### src/rtl/crff_pkg.sv
package crff_pkg;

  typedef enum logic [1:0] {
    MD_NORMAL = 2'b00,
    MD_FFIRST = 2'b01,
    MD_RSVD   = 2'b10,
    MD_PRED   = 2'b11
  } md_e;

  typedef struct packed {
    md_e        md;
    logic       inv;
    logic       vli;
    logic [1:0] sel;
  } ffcfg_t;

  // Combine the raw mode bits into one configuration word.
  function automatic ffcfg_t decode_cfg(logic [1:0] msel, logic minv, logic mvli,
                                        logic [1:0] mext, logic bform, logic [1:0] dbit);
    ffcfg_t c;
    c.md  = md_e'(msel);
    c.inv = minv;
    c.vli = mvli;
    c.sel = bform ? dbit : mext;
    return c;
  endfunction

  // Selector 0 names the most significant bit of the field.
  function automatic logic pick_crbit(logic [3:0] f, logic [1:0] s);
    logic b;
    case (s)
      2'd0:    b = f[3];
      2'd1:    b = f[2];
      2'd2:    b = f[1];
      default: b = f[0];
    endcase
    return b;
  endfunction

endpackage

### src/rtl/crff_decode.sv
module crff_decode
  import crff_pkg::*;
(
  input  logic [1:0] mode_sel,
  input  logic       mode_inv,
  input  logic       mode_vli,
  input  logic [1:0] mode_ext,
  input  logic       bit_form,
  input  logic [1:0] dst_crbit,
  output ffcfg_t     cfg
);
  always_comb cfg = decode_cfg(mode_sel, mode_inv, mode_vli, mode_ext, bit_form, dst_crbit);
endmodule

### src/rtl/crff_eval.sv
module crff_eval
  import crff_pkg::*;
(
  input  logic       busy,
  input  ffcfg_t     cfg,
  input  logic       pred_bit,
  input  logic [3:0] cr_field,
  output logic       wr,
  output logic       fail
);
  logic live;
  logic tested;

  always_comb begin
    live   = busy & pred_bit;
    tested = pick_crbit(cr_field, cfg.sel);
    fail   = live & (cfg.md == MD_FFIRST) & (tested == cfg.inv);
    wr     = live & (~fail | cfg.vli);
  end
endmodule

### src/rtl/crff_ctrl.sv
module crff_ctrl
  import crff_pkg::*;
#(
  parameter int MAX_VL = 8,
  localparam int IDX_W = $clog2(MAX_VL),
  localparam int VL_W  = $clog2(MAX_VL + 1)
) (
  input  logic              clk,
  input  logic              rst_n,
  input  logic              start,
  input  ffcfg_t            cfg_in,
  input  logic [VL_W-1:0]   vlen,
  input  logic [MAX_VL-1:0] pred_in,
  input  logic              fail,
  output logic              busy,
  output logic [IDX_W-1:0]  idx,
  output ffcfg_t            cfg_q,
  output logic              cur_pred,
  output logic              last_ev,
  output logic              done,
  output logic [VL_W-1:0]   final_vl
);

  function automatic logic [VL_W-1:0] clamp_len(logic [VL_W-1:0] v);
    return (v > VL_W'(MAX_VL)) ? VL_W'(MAX_VL) : v;
  endfunction

  function automatic logic [VL_W-1:0] trunc_len(logic hit, logic keep,
                                                logic [IDX_W-1:0] i, logic [VL_W-1:0] v);
    if (!hit) return v;
    return VL_W'(i) + (keep ? VL_W'(1) : VL_W'(0));
  endfunction

  logic              busy_q;
  logic [IDX_W-1:0]  idx_q;
  logic [VL_W-1:0]   vl_q;
  logic [MAX_VL-1:0] pred_q;
  logic              done_q;
  logic [VL_W-1:0]   fin_q;
  logic [VL_W-1:0]   eff_len;
  logic              empty_run;

  always_comb begin
    eff_len   = clamp_len(vlen);
    empty_run = (eff_len == '0) | (cfg_in.md == MD_RSVD);
  end

  assign busy     = busy_q;
  assign idx      = idx_q;
  assign cur_pred = pred_q[idx_q];
  assign last_ev  = busy_q & (fail | (VL_W'(idx_q) == vl_q - VL_W'(1)));
  assign done     = done_q;
  assign final_vl = fin_q;

  always_ff @(posedge clk or negedge rst_n) begin
    if (!rst_n) begin
      busy_q <= 1'b0;
      idx_q  <= '0;
      vl_q   <= '0;
      pred_q <= '0;
      cfg_q  <= '0;
      done_q <= 1'b0;
      fin_q  <= '0;
    end else begin
      done_q <= 1'b0;
      if (!busy_q) begin
        if (start) begin
          cfg_q  <= cfg_in;
          pred_q <= pred_in;
          vl_q   <= eff_len;
          idx_q  <= '0;
          if (empty_run) begin
            done_q <= 1'b1;
            fin_q  <= '0;
          end else begin
            busy_q <= 1'b1;
          end
        end
      end else if (last_ev) begin
        busy_q <= 1'b0;
        done_q <= 1'b1;
        fin_q  <= trunc_len(fail, cfg_q.vli, idx_q, vl_q);
      end else begin
        idx_q <= idx_q + 1'b1;
      end
    end
  end
endmodule

### src/rtl/crff_seq.sv
module crff_seq
  import crff_pkg::*;
#(
  parameter int MAX_VL = 8,
  localparam int IDX_W = $clog2(MAX_VL),
  localparam int VL_W  = $clog2(MAX_VL + 1)
) (
  input  logic              clk,
  input  logic              rst_n,
  input  logic              start,
  input  logic [1:0]        mode_sel,
  input  logic              mode_inv,
  input  logic              mode_vli,
  input  logic [1:0]        mode_ext,
  input  logic              bit_form,
  input  logic [1:0]        dst_crbit,
  input  logic [VL_W-1:0]   vlen,
  input  logic [MAX_VL-1:0] pred_mask,
  input  logic [3:0]        cr_field,
  output logic [IDX_W-1:0]  elem_idx,
  output logic              wr_en,
  output logic [VL_W-1:0]   final_vl,
  output logic              done
);

  ffcfg_t cfg_in;
  ffcfg_t cfg_q;
  logic   busy;
  logic   cur_pred;
  logic   fail_ev;
  logic   last_ev;

  crff_decode u_dec (
    .mode_sel (mode_sel),
    .mode_inv (mode_inv),
    .mode_vli (mode_vli),
    .mode_ext (mode_ext),
    .bit_form (bit_form),
    .dst_crbit(dst_crbit),
    .cfg      (cfg_in)
  );

  crff_eval u_eval (
    .busy    (busy),
    .cfg     (cfg_q),
    .pred_bit(cur_pred),
    .cr_field(cr_field),
    .wr      (wr_en),
    .fail    (fail_ev)
  );

  crff_ctrl #(.MAX_VL(MAX_VL)) u_ctrl (
    .clk     (clk),
    .rst_n   (rst_n),
    .start   (start),
    .cfg_in  (cfg_in),
    .vlen    (vlen),
    .pred_in (pred_mask),
    .fail    (fail_ev),
    .busy    (busy),
    .idx     (elem_idx),
    .cfg_q   (cfg_q),
    .cur_pred(cur_pred),
    .last_ev (last_ev),
    .done    (done),
    .final_vl(final_vl)
  );
endmodule

### config.mk
export PLATFORM = sky130hd
export DESIGN_NAME = crff_seq
export DESIGN_NICKNAME = d
export VERILOG_FILES = /design/src/rtl/crff_pkg.sv /design/src/rtl/crff_decode.sv /design/src/rtl/crff_eval.sv /design/src/rtl/crff_ctrl.sv /design/src/rtl/crff_seq.sv
export SDC_FILE = /design/constraint.sdc
export NUM_CORES = 1
export LEC_CHECK = 0
export BUFFER_PORTS_ARGS = -buffer_cell sky130_fd_sc_hd__buf_4
export CORE_MARGIN = 3
export CORE_UTILIZATION = 55
export DETAILED_ROUTE_END_ITERATION = 8
export PLACE_DENSITY_LB_ADDON = 0.15
export SYNTH_ARGS = -nofsm -noshare
export SYNTH_HDL_FRONTEND = slang
export SYNTH_SLANG_ARGS = --single-unit
### constraint.sdc
create_clock -name clk -period 5.9 [get_ports clk]
set_clock_uncertainty 0.1 [all_clocks]
set_input_delay 0.59 -clock clk [delete_from_list [all_inputs] [get_ports clk]]
set_output_delay 0.59 -clock clk [all_outputs]
set_load 0.1 [all_outputs]
Yosys cells after proc, flatten, opt, wreduce, memory -nomap -nowiden

Index checks and enable logic that the tools add are counted.

Flip-flop bits (word level): 27
Input port bits: 28
Output and inout bits: 9
Logic and storage cells: 66

$add $sub $neg: 3
Magnitude comparators: 2
Equality and inequality tests: 8
Multiplexer cells: 26
Bitwise gates (word level): 10
Reductions and logical operators: 7

Operators by type and width:

| kind                                                       | number |
|---|---|
| 2-to-1 mux 4 bit                                           | 7 |
| 2-to-1 mux 1 bit                                           | 13 |
| 2-to-1 mux 3 bit                                           | 3 |
| bitwise AND 1 bit                                          | 5 |
| adder 3 x 4 -> 4 bit                                       | 1 |
| equality test 2 x 1 -> 1 bit, second input constant        | 2 |
| equality test 2 bit, second input constant                 | 2 |
| equality test 3 x 4 -> 1 bit                               | 1 |
| greater-than comparator 4 bit, second input constant       | 1 |
| zero test 4 bit                                            | 1 |
| less-than comparator 3 x 4 -> 1 bit, second input constant | 1 |
| inequality test 2 bit, second input constant               | 2 |
| AND reduction 2 bit                                        | 2 |
| nonzero test 2 bit                                         | 2 |
| subtractor 4 x 1 -> 4 bit, second input constant           | 1 |
| adder 3 x 1 -> 3 bit, second input constant                | 1 |
| binary-select mux 1 bit (select 3 bit)                     | 1 |
| bitwise OR 1 bit                                           | 3 |
| one-hot mux 1 bit (3 select lines)                         | 1 |
| AND reduction 3 bit                                        | 1 |
| zero test 2 bit                                            | 1 |
| 2-to-1 mux 2 bit                                           | 1 |
| NOT 1 bit                                                  | 2 |
| equality test 1 bit                                        | 1 |

Depth between registers and ports, before layout

Depth after elaboration: 12
Mapped depth: 7
Mapped depth without buffers: 7

Hierarchy

From an unflattened synthesis, not the netlist that was laid out.

Cells, all modules: 116
Area, all modules: 1,436.4 sq um

By module, submodules not included:

| module      | instances | cells each | area each (sq um) | sequential area each (sq um) |
|---|---|---|---|---|
| crff_ctrl   | 1         | 104        | 1,327.5           | 675.6 |
| crff_eval   | 1         | 6          | 56.3              | 0.0 |
| crff_decode | 1         | 6          | 52.6              | 0.0 |

Least setup slack after synthesis

No wires, ideal clock.

Kind: register -> output
Start: reg u_ctrl.idx_q[1], in the netlist u_ctrl.idx[1]
End: out wr_en
Data arrival time: 3.154 ns
Data required time: 5.210 ns
Path slack: 2.056 ns
Stages on the path, launching flop included: 5
Path buffers: 0
Cell sequence: dfrtp_1 -> and2b_2 -> a2bb2oi_2 -> nand3_1 -> a31oi_1

Cells in the longest elaborated chain, start to end: 8

Ends and longest elaborated chain:

| what                                     | line            | source |
|---|---|---|
| from (decl)                              | crff_ctrl.sv:35 | `logic [IDX_W-1:0] idx_q;` |
| from (signal assigned)                   | crff_ctrl.sv:84 | `idx_q <= idx_q + 1'b1;` |
| binary-select mux 1 bit (select 3 bit) * | crff_ctrl.sv:50 | `assign cur_pred = pred_q[idx_q];` |
| 2-to-1 mux 1 bit (implied by the code) * | crff_ctrl.sv:50 |  |
| bitwise AND 1 bit *                      | crff_eval.sv:15 | `live = busy & pred_bit;` |
| bitwise AND 1 bit (2 in a row)           | crff_eval.sv:17 | `fail = live & (cfg.md == MD_FFIRST) & (tested == cfg.inv);` |
| NOT 1 bit                                | crff_eval.sv:18 | `wr = live & (~fail \| cfg.vli);` |
| bitwise OR 1 bit                         | crff_eval.sv:18 |  |
| bitwise AND 1 bit *                      | crff_eval.sv:18 |  |
| to (decl)                                | crff_seq.sv:21  | `output logic wr_en,` |

Every way passes the cells marked *; elsewhere a longest branch is shown, timed or not. The select of a mux whose other input is x is not followed.

Worst setup path in the final report

Start: reg u_ctrl.idx_q[2], in the netlist u_ctrl.idx[2]
End: out wr_en

Same word-level chain as after synthesis.

==> metrics.md <==
| Metric | Value |
|---|---|
| YS warnings | `0` |
| Commonest non-fill, non-tap cell in the layout | `buf_4` |
| Num CTS Buffers | `3` |
| VDD IR max | `549 uV` |
| Fin. max-slew vios | `0` |
| Fill count | `196` |
| Ys flop type | `dfrtp_1` |
| LEAKAGE | `0.864 nW` |
| Tmin final | `2.73 ns` |
| Mean area per synthesized cell | `11.6 sq um` |
| Crit start category | `flip-flop` |
| Fmax | `367 MHz` |
| Post-route clock period utilization | `46.2%` |
| DR pass1 iterations | `4` |
| Top Ports | `37` |
| IO buf count | `36` |
| FF-to-FF path depth | `7` |
| Setup TNS | `0 ns` |
| Top post-synthesis cells by area | `dfrtp_1 44%, mux2_2 11%, mux2i_1 6.6%` |
| Initial antenna violation count | `0` |
| Die width | `58.7 um` |
| HPWL after detailed placement | `2260 um` |
| Leading area contributor after synthesis | `dfrtp_1` |
| Ant diodes | `0` |
| Pwr dens | `602 nW/um^2` |
| Sequential area share after synthesis | `44.3%` |
| First-pass GRT wire length | `5050 um` |
| Die area | `3440 sq um` |
| Routed wire per std cell | `14.7 um` |
| Setup slack, reg-to-reg | `3.69 ns` |
| Vias/cell | `5.67` |
| Global route overflow | `0` |
| DR iter-0 viols | `52` |
| Worst hold path class | `in2async` |
| Share of layout cells above drive strength 1 | `39.9%` |
| Post-CTS Setup Inserts | `0` |
| Cell row count | `18` |
| NumNets Final | `201` |
| WP data arrival | `2.04 ns` |
| Syn nets | `164` |
| CTS HTree Levels | `1` |
| Via count | `1123` |
| Commonest non-fill, non-tap cells in the layout | `37 x buf_4, 27 x dfrtp_1, 15 x mux2_2` |
| Endpoints failing hold | `0` |
| Hold-fix buffers, CTS | `0` |
| CTS root buffer | `clkbuf_4` |
| Slew margin rel. | `68.1%` |
| Area taken by multi-input logic gates | `800 sq um` |
| Max Root-Sink Buffers | `2` |
| WP buf/inv | `1` |
| Ys async rst share | `100%` |
| Core Area | `2570 sq um` |
| Seq. cell area | `676 sq um` |
| CTS sink count | `27` |
| Vias in the first global route | `1151` |
| CTS tree | `built` |
| # setup viols final | `0` |
| Largest stage delay on the critical path | `0.64 ns` |
| Area of placed instances | `1810 sq um` |
| Status | `completed` |
| Antenna Violating Nets Remaining | `0` |
| Largest net degree at the start of global routing | `29` |
| Starting Density | `59.5%` |
| RSZ-0062 raised after global routing | `no` |
| WP depth | `5` |
| Post-synth EDFFs | `0` |
| Area share of the largest cell type after synthesis | `44.3%` |
| Drt drc | `0` |
| Least-Margin Pin Slew | `0.473 ns` |
| CP Class | `reg2out` |
| Clk_lat worst skew | `0.32 ns` |
| Post-Syn Instances | `132` |
| Crit end category | `output port` |
| Post-route cell area | `1840 sq um` |
| Resized cells post-CTS | `0` |
| Slowest CP cell | `dfrtp_1` |
| Syn Std Cell Area | `1530 sq um` |
| Cell family with the largest share of critical-path delay | `flip-flops` |
| Clock Pin Slew Worst Setup and Hold Paths | `0.15 ns` |
| Gpl congestion | `0.763` |
| Die Height | `58.7 um` |
| Yosys reg bits | `27` |
| All-Layer GR Usage | `19.1%` |
| Total wire length | `2910 um` |
| Area delta synth->final | `20.6%` |
| Crit-path cells | `mux2_2, a2bb2oi_2, nand3_1, a31oi_1, buf_4` |
| Critical path peak fanout | `10` |
| Maxcap violations | `0` |
| Worst EP required | `5.21 ns` |
| Synth unique cells | `40` |
where the power goes:
| part | total, W | internal (W) | leakage (nW) | switching, W |
|---|---|---|---|---|
| logic | 0.000650 | 0.000261 | 0.514 | 0.000390 |
| clock network | 0.0000781 | 0.0000254 | 0.0177 | 0.0000527 |
| registers | 0.000380 | 0.000272 | 0.332 | 0.000109 |
| total | 0.00111 | 0.000557 | 0.864 | 0.000551 |
worst register-to-register path, cell delays in order (launching register included):
cell	delay, ns
dfrtp_1	0.48
inv_1	0.07
ha_1	0.31
xnor2_1	0.14
nor4_2	0.31
nand3_1	0.15
and3_4	0.22
a221o_1	0.34
sequential cells by signal, indices dropped and copies added, names as in the netlist:
| name | flops |
|---|---|
| u_ctrl.cfg_q | 6 |
| u_ctrl.vl_q | 4 |
| u_ctrl.final_vl | 4 |
| u_ctrl.busy | 1 |
| u_ctrl.pred_q | 8 |
| u_ctrl.done | 1 |
| u_ctrl.idx | 3 |
cells by family after synthesis:
| logic type | synth area share, % |
|---|---|
| xor gates and xnor gates | 3.94 |
| and+or+nand+nor | 16.6 |
| DFF | 44.3 |
| adders and majority gates | 3.28 |
| buffers and inverters | 3.36 |
| AOI/OAI and AO/OA | 9.43 |
| muxes | 19.1 |
cell usage after synthesis, types with 2 or more instances:
| library cell | number |
|---|---|
| nor2_1 | 5 |
| buf_2 | 2 |
| xor2_1 | 2 |
| dfrtp_1 | 27 |
| inv_1 | 6 |
| nand2b_1 | 6 |
| nand4_1 | 2 |
| ha_1 | 4 |
| mux2_2 | 15 |
| nand2_1 | 11 |
| o21ai_0 | 6 |
| xnor2_1 | 3 |
| nand3_1 | 3 |
| a221o_1 | 4 |
| nor2b_1 | 2 |
| mux2i_1 | 10 |
path summary, 6_finish.rpt:
kind                                  start                 end
max                           u_ctrl.idx[2]               wr_en
min                                   rst_n    u_ctrl.pred_q[7]
min in group clk               pred_mask[6]    u_ctrl.pred_q[6]
max reg2reg                  u_ctrl.vl_q[0]  u_ctrl.final_vl[1]
max in group asynchronous             rst_n     u_ctrl.cfg_q[5]
min reg2reg                u_ctrl.pred_q[0]    u_ctrl.pred_q[0]
through the flow:
stage	hold slack (ns)	util, %	total power [W]	setup WS (ns)	instances
2_1_floorplan	0.194	-	0.000902	2.06	132
4_1_cts	0.0499	71.7	0.00112	3.17	198
6_report	0.0406	71.7	0.00111	3.17	198
5_1_grt	0.0508	71.7	0.00119	3.05	198
3_3_place_gp	0.386	70.6	0.00101	3.31	194
3_5_place_dp	0.393	70.6	0.00103	3.34	194
final cells by class:
type | instances | area share [%]
multi-input combinational | 94 | 43.4
tap | 30 | 2.04
timing repair buffer | 37 | 15.1
clock buffer | 3 | 1.22
clock inverter | 1 | 0.272
sequential | 27 | 36.7
inverter | 6 | 1.22
metal layers:
layer  vias up  track usage, %  part of all wire, %
met2        24            34.4                   53
met5         -               0                    0
met4         0            6.80                  1.1
met3         4            3.29                  4.9
met1       545            22.9                   41
li1        550               -                    -
Power figures use the tool's default switching activity.
